<file path="src/rtl/sar_pkg.sv">
package sar_pkg;

  // Per-port control flags; bit 0 is the enable.
  localparam int FLAG_W = 4;

  typedef struct packed {
    logic fs_out;   // drive frame syncs
    logic clk_out;  // drive clocks
    logic sync4;    // four-wire synchronous mode
    logic en;       // port enable
  } port_flags_t;

  function automatic int sel_width(input int n);
    return (n < 2) ? 1 : $clog2(n);
  endfunction

endpackage

</file>
<file path="src/rtl/sar_cfg_regs.sv">
module sar_cfg_regs
  import sar_pkg::*;
#(
  parameter int NP   = 7,
  parameter int NH   = 3,
  parameter int SW   = sel_width(NP),
  parameter int WD   = FLAG_W + 2 * SW
) (
  input  logic                       clk,
  input  logic                       rst_n,
  input  logic                       we,
  input  logic [SW-1:0]              idx,
  input  logic [WD-1:0]              wdata,
  output port_flags_t [NP-1:0]       flags_o,
  output logic [NP-1:0][SW-1:0]      dsel_o,
  output logic [NP-1:0][SW-1:0]      csel_o
);

  localparam int DS_LO = FLAG_W;
  localparam int CS_LO = FLAG_W + SW;

  logic [SW-1:0] w_dsel;
  logic [SW-1:0] w_csel;
  assign w_dsel = wdata[DS_LO +: SW];
  assign w_csel = wdata[CS_LO +: SW];

  for (genvar p = 0; p < NP; p++) begin : g_port
    logic hit;
    logic sync_bit;
    assign hit = we && (int'(idx) == p);

    if (p < NH) begin : g_host
      assign sync_bit = 1'b0;
    end else begin : g_periph
      assign sync_bit = wdata[1];
    end

    always_ff @(posedge clk or negedge rst_n) begin
      if (!rst_n) begin
        flags_o[p] <= '0;
        dsel_o[p]  <= '0;
        csel_o[p]  <= '0;
      end else if (hit) begin
        flags_o[p].en      <= wdata[0];
        flags_o[p].sync4   <= sync_bit;
        flags_o[p].clk_out <= wdata[2];
        flags_o[p].fs_out  <= wdata[3];
        dsel_o[p]          <= w_dsel;
        csel_o[p]          <= w_csel;
      end
    end
  end

  // without a write strobe the stored configuration holds
  a_r2_hold_without_write: assert property (@(posedge clk) disable iff (!rst_n)
    !we |=> ($stable(flags_o) && $stable(dsel_o) && $stable(csel_o)));

  // an out-of-range index leaves every port untouched
  a_r3_bad_index_ignored: assert property (@(posedge clk) disable iff (!rst_n)
    (we && int'(idx) >= NP) |=> ($stable(flags_o) && $stable(dsel_o) && $stable(csel_o)));

endmodule

</file>
<file path="src/rtl/sar_port_mux.sv">
module sar_port_mux
  import sar_pkg::*;
#(
  parameter int NP      = 7,
  parameter int SW      = sel_width(NP),
  parameter bit IS_HOST = 1'b1
) (
  input  port_flags_t    flags,
  input  logic [SW-1:0]  dsel,
  input  logic [SW-1:0]  csel,
  input  logic [NP-1:0]  txd_i,
  input  logic [NP-1:0]  txc_i,
  input  logic [NP-1:0]  txfs_i,
  input  logic [NP-1:0]  rxc_i,
  input  logic [NP-1:0]  rxfs_i,
  output logic           rxd,
  output logic           txc,
  output logic           txfs,
  output logic           rxc,
  output logic           rxfs,
  output logic           txc_oe,
  output logic           txfs_oe,
  output logic           rxc_oe,
  output logic           rxfs_oe
);

  logic d_ok, c_ok;
  logic src_txd, src_txc, src_txfs, src_rxc, src_rxfs;
  logic sync_eff, clk_on, fs_on;

  assign d_ok = int'(dsel) < NP;
  assign c_ok = int'(csel) < NP;

  assign src_txd  = d_ok ? txd_i[dsel]  : 1'b0;
  assign src_txc  = c_ok ? txc_i[csel]  : 1'b0;
  assign src_txfs = c_ok ? txfs_i[csel] : 1'b0;
  assign src_rxc  = c_ok ? rxc_i[csel]  : 1'b0;
  assign src_rxfs = c_ok ? rxfs_i[csel] : 1'b0;

  if (IS_HOST) begin : g_six_only
    assign sync_eff = 1'b0;
  end else begin : g_selectable
    assign sync_eff = flags.sync4;
  end

  assign clk_on = flags.en & flags.clk_out;
  assign fs_on  = flags.en & flags.fs_out;

  assign rxd     = flags.en & src_txd;
  assign txc     = clk_on & src_rxc;
  assign txfs    = fs_on & src_rxfs;
  assign rxc     = clk_on & (sync_eff ? src_rxc  : src_txc);
  assign rxfs    = fs_on  & (sync_eff ? src_rxfs : src_txfs);
  assign txc_oe  = clk_on;
  assign rxc_oe  = clk_on;
  assign txfs_oe = fs_on;
  assign rxfs_oe = fs_on;

endmodule

</file>
<file path="src/rtl/sar_router.sv">
module sar_router
  import sar_pkg::*;
#(
  parameter int N_HOST   = 3,
  parameter int N_PERIPH = 4,
  localparam int NP = N_HOST + N_PERIPH,
  localparam int SW = sel_width(NP),
  localparam int WD = FLAG_W + 2 * SW
) (
  input  logic          clk,
  input  logic          rst_n,
  input  logic          cfg_we,
  input  logic [SW-1:0] cfg_idx,
  input  logic [WD-1:0] cfg_wdata,
  input  logic [NP-1:0] txd_i,
  input  logic [NP-1:0] txc_i,
  input  logic [NP-1:0] txfs_i,
  input  logic [NP-1:0] rxc_i,
  input  logic [NP-1:0] rxfs_i,
  output logic [NP-1:0] rxd_o,
  output logic [NP-1:0] txc_o,
  output logic [NP-1:0] txfs_o,
  output logic [NP-1:0] rxc_o,
  output logic [NP-1:0] rxfs_o,
  output logic [NP-1:0] txc_oe,
  output logic [NP-1:0] txfs_oe,
  output logic [NP-1:0] rxc_oe,
  output logic [NP-1:0] rxfs_oe
);

  port_flags_t [NP-1:0]  flags;
  logic [NP-1:0][SW-1:0] dsel;
  logic [NP-1:0][SW-1:0] csel;

  sar_cfg_regs #(.NP(NP), .NH(N_HOST), .SW(SW), .WD(WD)) u_cfg (
    .clk     (clk),
    .rst_n   (rst_n),
    .we      (cfg_we),
    .idx     (cfg_idx),
    .wdata   (cfg_wdata),
    .flags_o (flags),
    .dsel_o  (dsel),
    .csel_o  (csel)
  );

  for (genvar p = 0; p < NP; p++) begin : g_route
    sar_port_mux #(.NP(NP), .SW(SW), .IS_HOST(p < N_HOST)) u_mux (
      .flags   (flags[p]),
      .dsel    (dsel[p]),
      .csel    (csel[p]),
      .txd_i   (txd_i),
      .txc_i   (txc_i),
      .txfs_i  (txfs_i),
      .rxc_i   (rxc_i),
      .rxfs_i  (rxfs_i),
      .rxd     (rxd_o[p]),
      .txc     (txc_o[p]),
      .txfs    (txfs_o[p]),
      .rxc     (rxc_o[p]),
      .rxfs    (rxfs_o[p]),
      .txc_oe  (txc_oe[p]),
      .txfs_oe (txfs_oe[p]),
      .rxc_oe  (rxc_oe[p]),
      .rxfs_oe (rxfs_oe[p])
    );

    // a disabled port is silent and drives no pin
    a_r11_disabled_quiet: assert property (@(posedge clk) disable iff (!rst_n)
      !flags[p].en |-> (!rxd_o[p] && !txc_o[p] && !txfs_o[p] && !rxc_o[p] && !rxfs_o[p]
                        && !txc_oe[p] && !txfs_oe[p] && !rxc_oe[p] && !rxfs_oe[p]));

    // an output enable only rises on an enabled port
    a_r8_oe_needs_enable: assert property (@(posedge clk) disable iff (!rst_n)
      (txc_oe[p] || txfs_oe[p] || rxc_oe[p] || rxfs_oe[p]) |-> flags[p].en);

    // pins left as inputs read low
    a_r8_undriven_low: assert property (@(posedge clk) disable iff (!rst_n)
      (!txc_oe[p] |-> (!txc_o[p] && !rxc_o[p])) and (!txfs_oe[p] |-> (!txfs_o[p] && !rxfs_o[p])));

    // an out-of-range data source yields a low receive line
    a_r6_no_source_low: assert property (@(posedge clk) disable iff (!rst_n)
      (int'(dsel[p]) >= NP) |-> !rxd_o[p]);

    if (p >= N_HOST) begin : g_sync_chk
      // four-wire mode shares one timing pair across directions
      a_r9_sync_mirror: assert property (@(posedge clk) disable iff (!rst_n)
        (flags[p].en && flags[p].sync4) |-> (rxc_o[p] == txc_o[p] && rxfs_o[p] == txfs_o[p]));
    end
  end

endmodule

</file>
<file path="config.mk">
export PLATFORM = sky130hd
export DESIGN_NAME = sar_router
export DESIGN_NICKNAME = d
export VERILOG_FILES = /design/src/rtl/sar_pkg.sv /design/src/rtl/sar_cfg_regs.sv /design/src/rtl/sar_port_mux.sv /design/src/rtl/sar_router.sv
export SDC_FILE = /design/constraint.sdc
export NUM_CORES = 1
export LEC_CHECK = 0
export BUFFER_PORTS_ARGS = -buffer_cell sky130_fd_sc_hd__buf_4
export CAP_MARGIN = 20
export CORE_AREA = 2 2 91 115
export DETAILED_ROUTE_END_ITERATION = 10
export DIE_AREA = 0 0 93 117
export PLACE_DENSITY = 0.84
export SLEW_MARGIN = 0
export SYNTH_ARGS = -nofsm -noshare
export SYNTH_HDL_FRONTEND = slang
export SYNTH_SLANG_ARGS = --single-unit
</file>
<file path="constraint.sdc">
create_clock -name clk -period 5.7 [get_ports clk]
set_clock_uncertainty 0.05 [all_clocks]
set_input_delay 1.71 -clock clk [delete_from_list [all_inputs] [get_ports clk]]
set_output_delay 1.71 -clock clk [all_outputs]
set_load 0.005 [all_outputs]
</file>
# After elaboration in Yosys (flattened, before gate mapping)
# Cells that the tools add are included.
word_totals:
  ff_bits: 67
  latch_bits: 0
  mem_bits_rw: 0
  romBits: 0
  in_bits: 51
  out_inout_bits: 63
  elab_cells: 243
  memories: 0
classes:
  addsub: 0
  multipliers: 0
  div: 0
  n_lt_le_gt_ge: 28
  n_eq_ne: 6
  shifts: 0
  n_mux: 113
  bitwise_logic: 49
  n_reduce_logical: 8
op_table:
  columns: ["operator", "count"]
  rows:
  - ["binary-select mux 1 bit (select 3 bit)", 35]
  - ["two-way mux 1 bit", 78]
  - ["< comparator 3 x 4 -> 1 bit (second input constant)", 14]
  - ["AND 1 bit", 49]
  - ["< comparator 3 bit (second input constant)", 14]
  - ["== test 3 bit (second input constant)", 4]
  - ["logical AND 1 bit", 7]
  - ["== test 3 x 2 -> 1 bit (second input constant)", 2]
  - ["logical NOT 3 bit", 1]

# Longest topological paths before layout
# Gate-level depths: netlist (run 1).
depth:
  ltp_word: 5
  ltp_mapped: 6
  ltp_nobuf: 4

# By module
# A second synthesis (run 1) with hierarchy kept.
unflattened:
  hier_cells: 447
  area_unflattened_um2: 5210.0
by_module_without_submodules:
  columns: ["mod", "instances", "cells_each", "area_per_inst_um2", "seq_area_each_um2"]
  rows:
  - ["sar_cfg_regs", 1, 151, 2572.5, 1676.6]
  - ["sar_port_mux at g_route[3].u_mux ...", 4, 44, 377.9, 0.0]
  - ["sar_port_mux at g_route[0].u_mux ...", 3, 40, 375.4, 0.0]

# Worst setup path before layout (run 1)
# Ideal clock, no wire load.
synth_path:
  path_kind: "input -> output"
  startpoint: "input rxc_i[3]"
  endpoint: "output rxc_o[3]"
  arrival_ns: 2.606
  path_slack_ns: 1.334
  path_stages: 4
  n_path_buf: 1
  path_cell_list: "mux4_2 -> o211a_1 -> o2bb2ai_1 -> buf_4"
synth_between:
  elab_chain_cells: 5
synth_rtl:
  columns: ["item", "line", "source"]
  rows:
  - ["from (decl)", "sar_router.sv:18", "input logic [NP-1:0] rxc_i,"]
  - ["binary-select mux 1 bit (select 3 bit)", "sar_port_mux.sv:37", "assign src_rxc = c_ok ? rxc_i[csel] : 1'b0;"]
  - ["two-way mux 1 bit (implied by the code)", "sar_port_mux.sv:37", null]
  - ["two-way mux 1 bit", "sar_port_mux.sv:37", null]
  - ["two-way mux 1 bit", "sar_port_mux.sv:52", "assign rxc = clk_on & (sync_eff ? src_rxc : src_txc);"]
  - ["AND 1 bit", "sar_port_mux.sv:52", null]
  - ["to (decl)", "sar_router.sv:23", "output logic [NP-1:0] rxc_o,"]
# Every way passes these cells. The select of a mux whose other input is x is not followed.

# Worst setup path after layout (run 1)
layout_path:
  startpoint: "input rxfs_i[3]"
  endpoint: "output rxfs_o[4]"
layout_between:
  elab_chain_cells: 5
layout_rtl:
  columns: ["item", "line", "source"]
  rows:
  - ["from (decl)", "sar_router.sv:19", "input logic [NP-1:0] rxfs_i,"]
  - ["binary-select mux 1 bit (select 3 bit)", "sar_port_mux.sv:38", "assign src_rxfs = c_ok ? rxfs_i[csel] : 1'b0;"]
  - ["two-way mux 1 bit (implied by the code)", "sar_port_mux.sv:38", null]
  - ["two-way mux 1 bit", "sar_port_mux.sv:38", null]
  - ["two-way mux 1 bit", "sar_port_mux.sv:53", "assign rxfs = fs_on & (sync_eff ? src_rxfs : src_txfs);"]
  - ["AND 1 bit", "sar_port_mux.sv:53", null]
  - ["to (decl)", "sar_router.sv:24", "output logic [NP-1:0] rxfs_o,"]
# Every way passes these cells. The select of a mux whose other input is x is not followed.

==> qor.txt, run 1 <==
number of flops mapped to enable cells by yosys = 0
WP buf/inv = 2
source-to-sink clock delay at the later pin of the worst-skew pair = 0.32 ns
Lkg Pwr = 2.70 nW
sequential cell area fraction in the yosys report = 31.6%
period utilization = 80.9%
endpoint type of the worst setup path = primary output
Iteration-0 DRC Markers = 219
worst reg2reg path depth = 1
beginning of the worst register-to-register path = u_cfg.csel_o[7]$_DFFE_PN0P_
number of global-route vias before repair = 3799
Switching Share = 31.2%
TritonCTS clock tree = built
worst hold-check slack = 0.444 ns
minimum clock period after layout = 4.61 ns
netlist area before placement = 5310 um2
worst-case headroom to the max-slew limit = 43.5%
Hold Crit Class = flip-flop to flip-flop
status = finished clean
# rows = 41
R2R Path End = u_cfg.csel_o[7]$_DFFE_PN0P_
stage delay of the slowest cell on the critical path = 0.47 ns
synth top area cells = dfrtp_1 32%, mux2_2 14%, mux4_2 11%
initial standard-cell utilization of the core = 53.9%
Pint = 1.40 mW
number of setup violations in the final report = 0
core area = 9850 um2
cts bufs inserted = 9
cell type with the highest aggregate area in the netlist = dfrtp_1
largest vdd supply drop = 0.196 mV
count of input and output buffers = 113
slack of the worst reg-to-reg path = 4.61 ns
root buf cell = clkbuf_16
Design Area, Final = 6010 um2
RSZ-0062 raised after global routing = false
count of distinct cell types in the synthesized netlist = 27
proportion of netlist area held by the largest area contributor = 31.6%
dominant register cell in the synthesized netlist = dfrtp_1
residual antenna-violating net count after detailed routing = 0
Avg Cell Area, Syn = 11.8 um2
sum of overflow across all layers after global routing = 0
Post-Synthesis Cells = 448
Die Span X = 93 um
share of synthesized flip-flops with an asynchronous set or reset = 100%
peak fanout along the critical path = 7
drt via density = 6.31
Slew Limit Fails = 0
hold violation total from the final report = 0
# diodes = 0
total power density per cell area = 338 nW/um2
Total Nets Final = 534
number of cells upsized or downsized after cts = 0
Max Buffers Root-to-Sink = 2
# IOs = 114
family with the most delay on the worst path = multiplexers
top cell types by occurrence after synthesis = 67 x dfrtp_1, 67 x mux2_2, 64 x buf_4
HPWL Detailed = 10400 um
worst min-delay path startpoint = u_cfg.flags_o[26]$_DFFE_PN0P_
switching pwr = 0.635 mW
Sum Neg Setup Slack = 0 ns
total power = 2.03 mW
combinational group share of total power = 34.2%
data required time at the worst endpoint = 3.94 ns
Clock Power Share = 27.9%
Hold Path Sink = u_cfg.flags_o[26]$_DFFE_PN0P_
Detailed Route WL = 13500 um
Worst Hold Depth = 1
transition time at the pin with the least slew margin = 0.848 ns
routability congestion estimate = 0.877
H-Tree Level Count = 3
drt wl/cell = 21.8 um
Die Span Y = 117 um
max-capacitance violation count = 0
Slowest cell on crit path = mux4_2
Filler Cell Count = 817
cts-stage hold buffer count = 0
part of the total power dissipated in sequential elements = 37.9%
top achievable clock speed = 217 MHz
sort of element at the start of the critical path = primary input
detailed-routing iteration count for the pre-antenna-repair pass = 4
initial antenna violation count = 0
fraction of layout cells with a size suffix above 1 = 46.2%
pin count of the biggest net entering global routing = 68
DIE AREA = 10900 um2
critical path data arrival time = 2.85 ns
synthesis-stage register bit count = 67
count of unresolved DRC violations after routing = 0
Synth Warn # = 0
Most common cell on crit path = buf_4
Area growth syn-to-layout = 13.3%
post-synthesis net count = 499
clock-pin slew on the worst setup and hold paths = 0.05 ns
critical-path cell list = buf_4 -> mux4_2 -> o211a_1 -> o2bb2ai_1 -> buf_4
overall via count from detail_route = 3884
CTS sink cnt = 67
area post-placement = 5700 um2
first-pass GRT wire length = 21100 um
Total GRT Usage = 25.8%
Setup Fix Bufs, Post-CTS = 0
type of the setup path with the least slack = primary input to primary output
per-stage QoR:
step | utilization (%) | std cells | worst slack, ns
final | 61.1 | 616 | 1.09
after global routing | 61.1 | 616 | 1.07
after global placement | 57.9 | 601 | 1.12
after detailed placement | 57.9 | 601 | 1.10
after floorplan | - | 448 | 1.33
after CTS | 61.1 | 616 | 1.10
power groups by stage:
stage	logic, mW	clock network (mW)	registers [mW]
final	0.695	0.567	0.772
after global routing	0.751	0.601	0.798
after CTS	0.698	0.582	0.770
after detailed placement	0.694	0	0.778
after global placement	0.683	0	0.770
after floorplan	0.656	0	0.647
cells in the final DEF, fill, tap and decap left out, types with 5 or more instances in the layout:
master / Yosys / routed
buf_4: 64 / 115
mux2_2: 67 / 67
dfrtp_1: 67 / 67
mux2i_1: 42 / 42
mux4_2: 27 / 27
nor2_1: 25 / 25
o221ai_1: 23 / 23
o211a_1: 15 / 15
o2bb2ai_1: 15 / 15
and2_1: 14 / 14
nand3_1: 9 / 9
clkbuf_16: 0 / 9
nand2_1: 8 / 8
mux4_1: 8 / 8
nand3b_1: 8 / 8
a21oi_1: 5 / 5
a211oi_1: 5 / 5
area by class of cell:
| class | instances | area [um2] | share of cell area (%) |
|---|---|---|---|
| Clock buffer | 14 | 284 | 4.72 |
| Clock inverter | 1 | 30.0 | 0.499 |
| Inverter | 4 | 15.0 | 0.250 |
| Multi-Input combinational cell | 286 | 2980 | 49.6 |
| Sequential cell | 67 | 1680 | 27.9 |
| Tap cell | 129 | 161 | 2.68 |
| Timing Repair Buffer | 115 | 863 | 14.4 |
cell families after synthesis:
group           after synthesis  synth area share (%)
compound gates               63                  10.3
buf+inv                      95                  12.2
simple gates                 79                  8.39
flops                        67                  31.6
mux                         144                  37.6
how the worst max path moves through the flow:
stage                         start        end  depth (start not counted)
after floorplan            rxc_i[3]   rxc_o[3]                          4
after global placement    rxfs_i[3]  rxfs_o[5]                          5
after detailed placement  rxfs_i[3]  rxfs_o[5]                          5
after CTS                  rxc_i[3]   rxc_o[3]                          5
after global routing      rxfs_i[3]  rxfs_o[5]                          5
final                     rxfs_i[3]  rxfs_o[4]                          5
metal layers:
layer | up-vias | global-route usage [%] | part of all wire [%]
li1 | 1745 | - | -
met1 | 1911 | 31.9 | 39
met2 | 196 | 44.5 | 51
met3 | 32 | 4.99 | 6.9
met4 | 0 | 11.2 | 3.3
met5 | - | 0 | 0
registers in the layout (all words and copies together), names as in the netlist:
name / flops
u_cfg.flags_o: 25
u_cfg.dsel_o: 21
u_cfg.csel_o: 21
(Power assumes the default switching activity.)
==> inputs of run 2 (changes only) <==
Settings changed: ABC_AREA set to 1, CORE_AREA 2 2 91 115 to 2 2 96 121, DIE_AREA 0 0 93 117 to 0 0 98 123, PLACE_DENSITY 0.84 to 0.82.
Clock period 5.7 ns to 3.85 ns, I/O delays scaled along.
==> qor.txt, run 2 <==
status = finished clean
Worst Hold Depth = 2 (+1)
endpoint type of the worst setup path = primary output
clock-pin slew on the worst setup and hold paths = 0.05 ns (about the same)
period utilization = 88.2%
Synth Warn # = 0 (unchanged)
area post-placement = 5880 um2 (+3.1%)
worst min-delay path startpoint = u_cfg.flags_o[23]$_DFFE_PN0P_
beginning of the worst register-to-register path = u_cfg.csel_o[18]$_DFFE_PN0P_
core area = 10900 um2 (+11%)
total power density per cell area = 479 nW/um2 (+42%)
WP buf/inv = 3 (+1)
family with the most delay on the worst path = simple AND/OR/NAND/NOR gates
Total GRT Usage = 27.4% (+1.6 points)
post-synthesis net count = 930 (+86%)
residual antenna-violating net count after detailed routing = 0 (unchanged)
first-pass GRT wire length = 26100 um (+24%)
count of input and output buffers = 113 (unchanged)
Pint = 1.90 mW (+36%)
Storage cell area = 1680 um2 (unchanged)
initial standard-cell utilization of the core = 50.2% (-3.7 points)
Max Buffers Root-to-Sink = 2 (unchanged)
root buf cell = clkbuf_16
stage delay of the slowest cell on the critical path = 0.25 ns (-0.22 ns)
sort of element at the start of the critical path = primary input
drt wl/cell = 15.9 um (-27%)
Sum Neg Setup Slack = 0 ns (unchanged)
Finished Core Util = 57.0% (-4.0 points)
routability congestion estimate = 0.985 (+12%)
minimum clock period after layout = 3.40 ns
peak fanout along the critical path = 7 (unchanged)
Setup Slack @ Placement = 0.499 ns (-0.605 ns)
proportion of netlist area held by the largest area contributor = 30.6% (-1.0 points)
combinational group share of total power = 33.5% (-0.7 points)
synthesis-stage register bit count = 67 (unchanged)
critical-path cell list = buf_4 -> inv_1 -> nand2_1 -> nand3_1 -> nand3_1 -> nand2_1 -> nand2_1 -> nand2_1 -> nor2_1 -> buf_4
number of setup violations in the final report = 0 (unchanged)
detailed-routing iteration count for the pre-antenna-repair pass = 5 (+1)
largest vdd supply drop = 0.301 mV (+53%)
Hold Crit Class = flip-flop to flip-flop
slack of the worst reg-to-reg path = 2.85 ns (-1.76 ns)
most frequent standard cell in the layout excluding fill and tap cells = nand2_1
Die Span X = 98 um (+5.4%)
TritonCTS clock tree = built
Setup Fix Bufs, Post-CTS = 0 (unchanged)
Avg Cell Area, Syn = 6.24 um2 (-47%)
# IOs = 114 (unchanged)
worst-case headroom to the max-slew limit = 44.3% (+0.77 points)
number of cells upsized or downsized after cts = 0 (unchanged)
Design Area, Final = 6230 um2 (+3.5%)
number of flops mapped to enable cells by yosys = 0 (unchanged)
Lkg Pwr = 3.30 nW (+22%)
RSZ-0062 raised after global routing = false
transition time at the pin with the least slew margin = 0.836 ns (-0.0116 ns)
Slew Limit Fails = 0 (unchanged)
worst hold-check slack = 0.432 ns (-0.0124 ns)
Largest register FFs = 25 (unchanged)
Filler Cell Count = 1104 (+35%)
cell type with the highest aggregate area in the netlist = dfrtp_1
# diodes = 0 (unchanged)
DP Cell Count = 1037 (+73%)
overall via count from detail_route = 5892 (+52%)
Iteration-0 DRC Markers = 386 (+76%)
Total Nets Final = 964 (+81%)
drt via density = 5.60 (-11%)
pin count of the biggest net entering global routing = 68 (unchanged)
Slowest cell on crit path = inv_1
total area of multi-input combinational cells = 2780 um2 (-6.9%)
count of unresolved DRC violations after routing = 0 (unchanged)
dominant register cell in the synthesized netlist = dfrtp_1
initial antenna violation count = 0 (unchanged)
largest register by flop count = u_cfg.flags_o
Hold Path Sink = u_cfg.flags_o[23]$_DFFE_PN0P_
Die Span Y = 123 um (+5.1%)
DIE AREA = 12100 um2 (+11%)
critical path data arrival time = 2.19 ns (-0.66 ns)
H-Tree Level Count = 3 (unchanged)
fraction of layout cells with a size suffix above 1 = 15.8% (-30 points)
most used cells in the layout excluding fill and tap cells = 281 x nand2_1, 113 x buf_4, 107 x o21ai_0
Most common cell on crit path = nand2_1
max-capacitance violation count = 0 (unchanged)
number of global-route vias before repair = 5259 (+38%)
count of distinct cell types in the synthesized netlist = 25 (-7.4%)
top cell types by occurrence after synthesis = 281 x nand2_1, 107 x o21ai_0, 99 x inv_1
data required time at the worst endpoint = 2.64 ns (-1.30 ns)
synth top area cells = dfrtp_1 31%, nand2_1 19%, o21ai_0 9.8%
netlist area before placement = 5480 um2 (+3.3%)
switching pwr = 1.08 mW (+71%)
CTS sink cnt = 67 (unchanged)
sequential cell area fraction in the yosys report = 30.6% (-1.0 points)
top achievable clock speed = 295 MHz
total power = 2.98 mW (+47%)
source-to-sink clock delay at the later pin of the worst-skew pair = 0.32 ns (about the same)
cell with the most instances after synthesis = nand2_1
sum of overflow across all layers after global routing = 0 (unchanged)
share of synthesized flip-flops with an asynchronous set or reset = 100% (unchanged)
part of the total power dissipated in sequential elements = 34.7% (-3.2 points)
registers with the most flip-flops = u_cfg.flags_o: 25 flops, u_cfg.csel_o: 21 flops, u_cfg.dsel_o: 21 flops
# rows = 43 (+4.9%)
type of the setup path with the least slack = primary input to primary output
R2R Path End = u_cfg.csel_o[18]$_DFFE_PN0P_
Clock Power Share = 31.7% (+3.8 points)
worst reg2reg path depth = 2 (+1)
HPWL Detailed = 12200 um (+18%)
cts-stage hold buffer count = 0 (unchanged)
Switching Share = 36.3% (+5.1 points)
cts bufs inserted = 9 (unchanged)
hold violation total from the final report = 0 (unchanged)
Area growth syn-to-layout = 13.6%
Detailed Route WL = 16700 um (+24%)
Post-Synthesis Cells = 879 (+96%)
Worst Setup Slack, final = 0.454 ns (-0.632 ns)
Final Instance Count excl. Fillers = 1053 (+71%)
run 2: worst reg2reg max path, stage by stage, from the launching register on:
cell	delay (ns)
dfrtp_1	0.68
nand2_1	0.09
o21ai_0	0.09
run 2: power by group through the flow:
stage / Combinational [mW] / Sequential [mW] / Clock [mW]
floorplan: 0.839 / 0.938 / 0
global placement: 0.973 / 1.03 / 0
detailed placement: 0.988 / 1.04 / 0
CTS: 0.996 / 1.03 / 0.960
global route: 1.14 / 1.06 / 0.986
finish: 1.00 / 1.04 / 0.947
run 2: worst max path at each step:
stage / from / to / slack, ns / depth (start not counted)
4_1_cts: rxfs_i[5] / rxfs_o[4] / 0.49 / 10
5_1_grt: rxc_i[5] / rxc_o[3] / 0.37 / 10
2_1_floorplan: rxc_i[5] / rxc_o[6] / 0.85 / 7
3_5_place_dp: rxc_i[5] / rxc_o[5] / 0.50 / 10
3_3_place_gp: rxc_i[5] / rxc_o[5] / 0.50 / 10
6_report: rxc_i[5] / rxc_o[5] / 0.45 / 10
run 2: layout make-up:
type | instances | share of cell area, %
repair buffers | 113 | 13.6
flip-flops and latches | 67 | 26.9
multi-input cells | 615 | 44.6
well taps | 135 | 2.71
inverters | 107 | 6.47
clock buffers | 10 | 3.84
clock inverters | 6 | 1.81
run 2: logic make-up after synthesis:
group,share of synthesized area [%]
flops,30.6
simple gates,31.2
buf+inv,18.7
compound gates,19.5
run 2: metal layers:
metal	GRT usage (%)	up-vias	wire length, um
li1	-	2857	-
met4	17.2	0	961
met2	45.1	327	7860
met3	3.45	79	1600
met5	0	-	0
met1	34.4	2629	6280
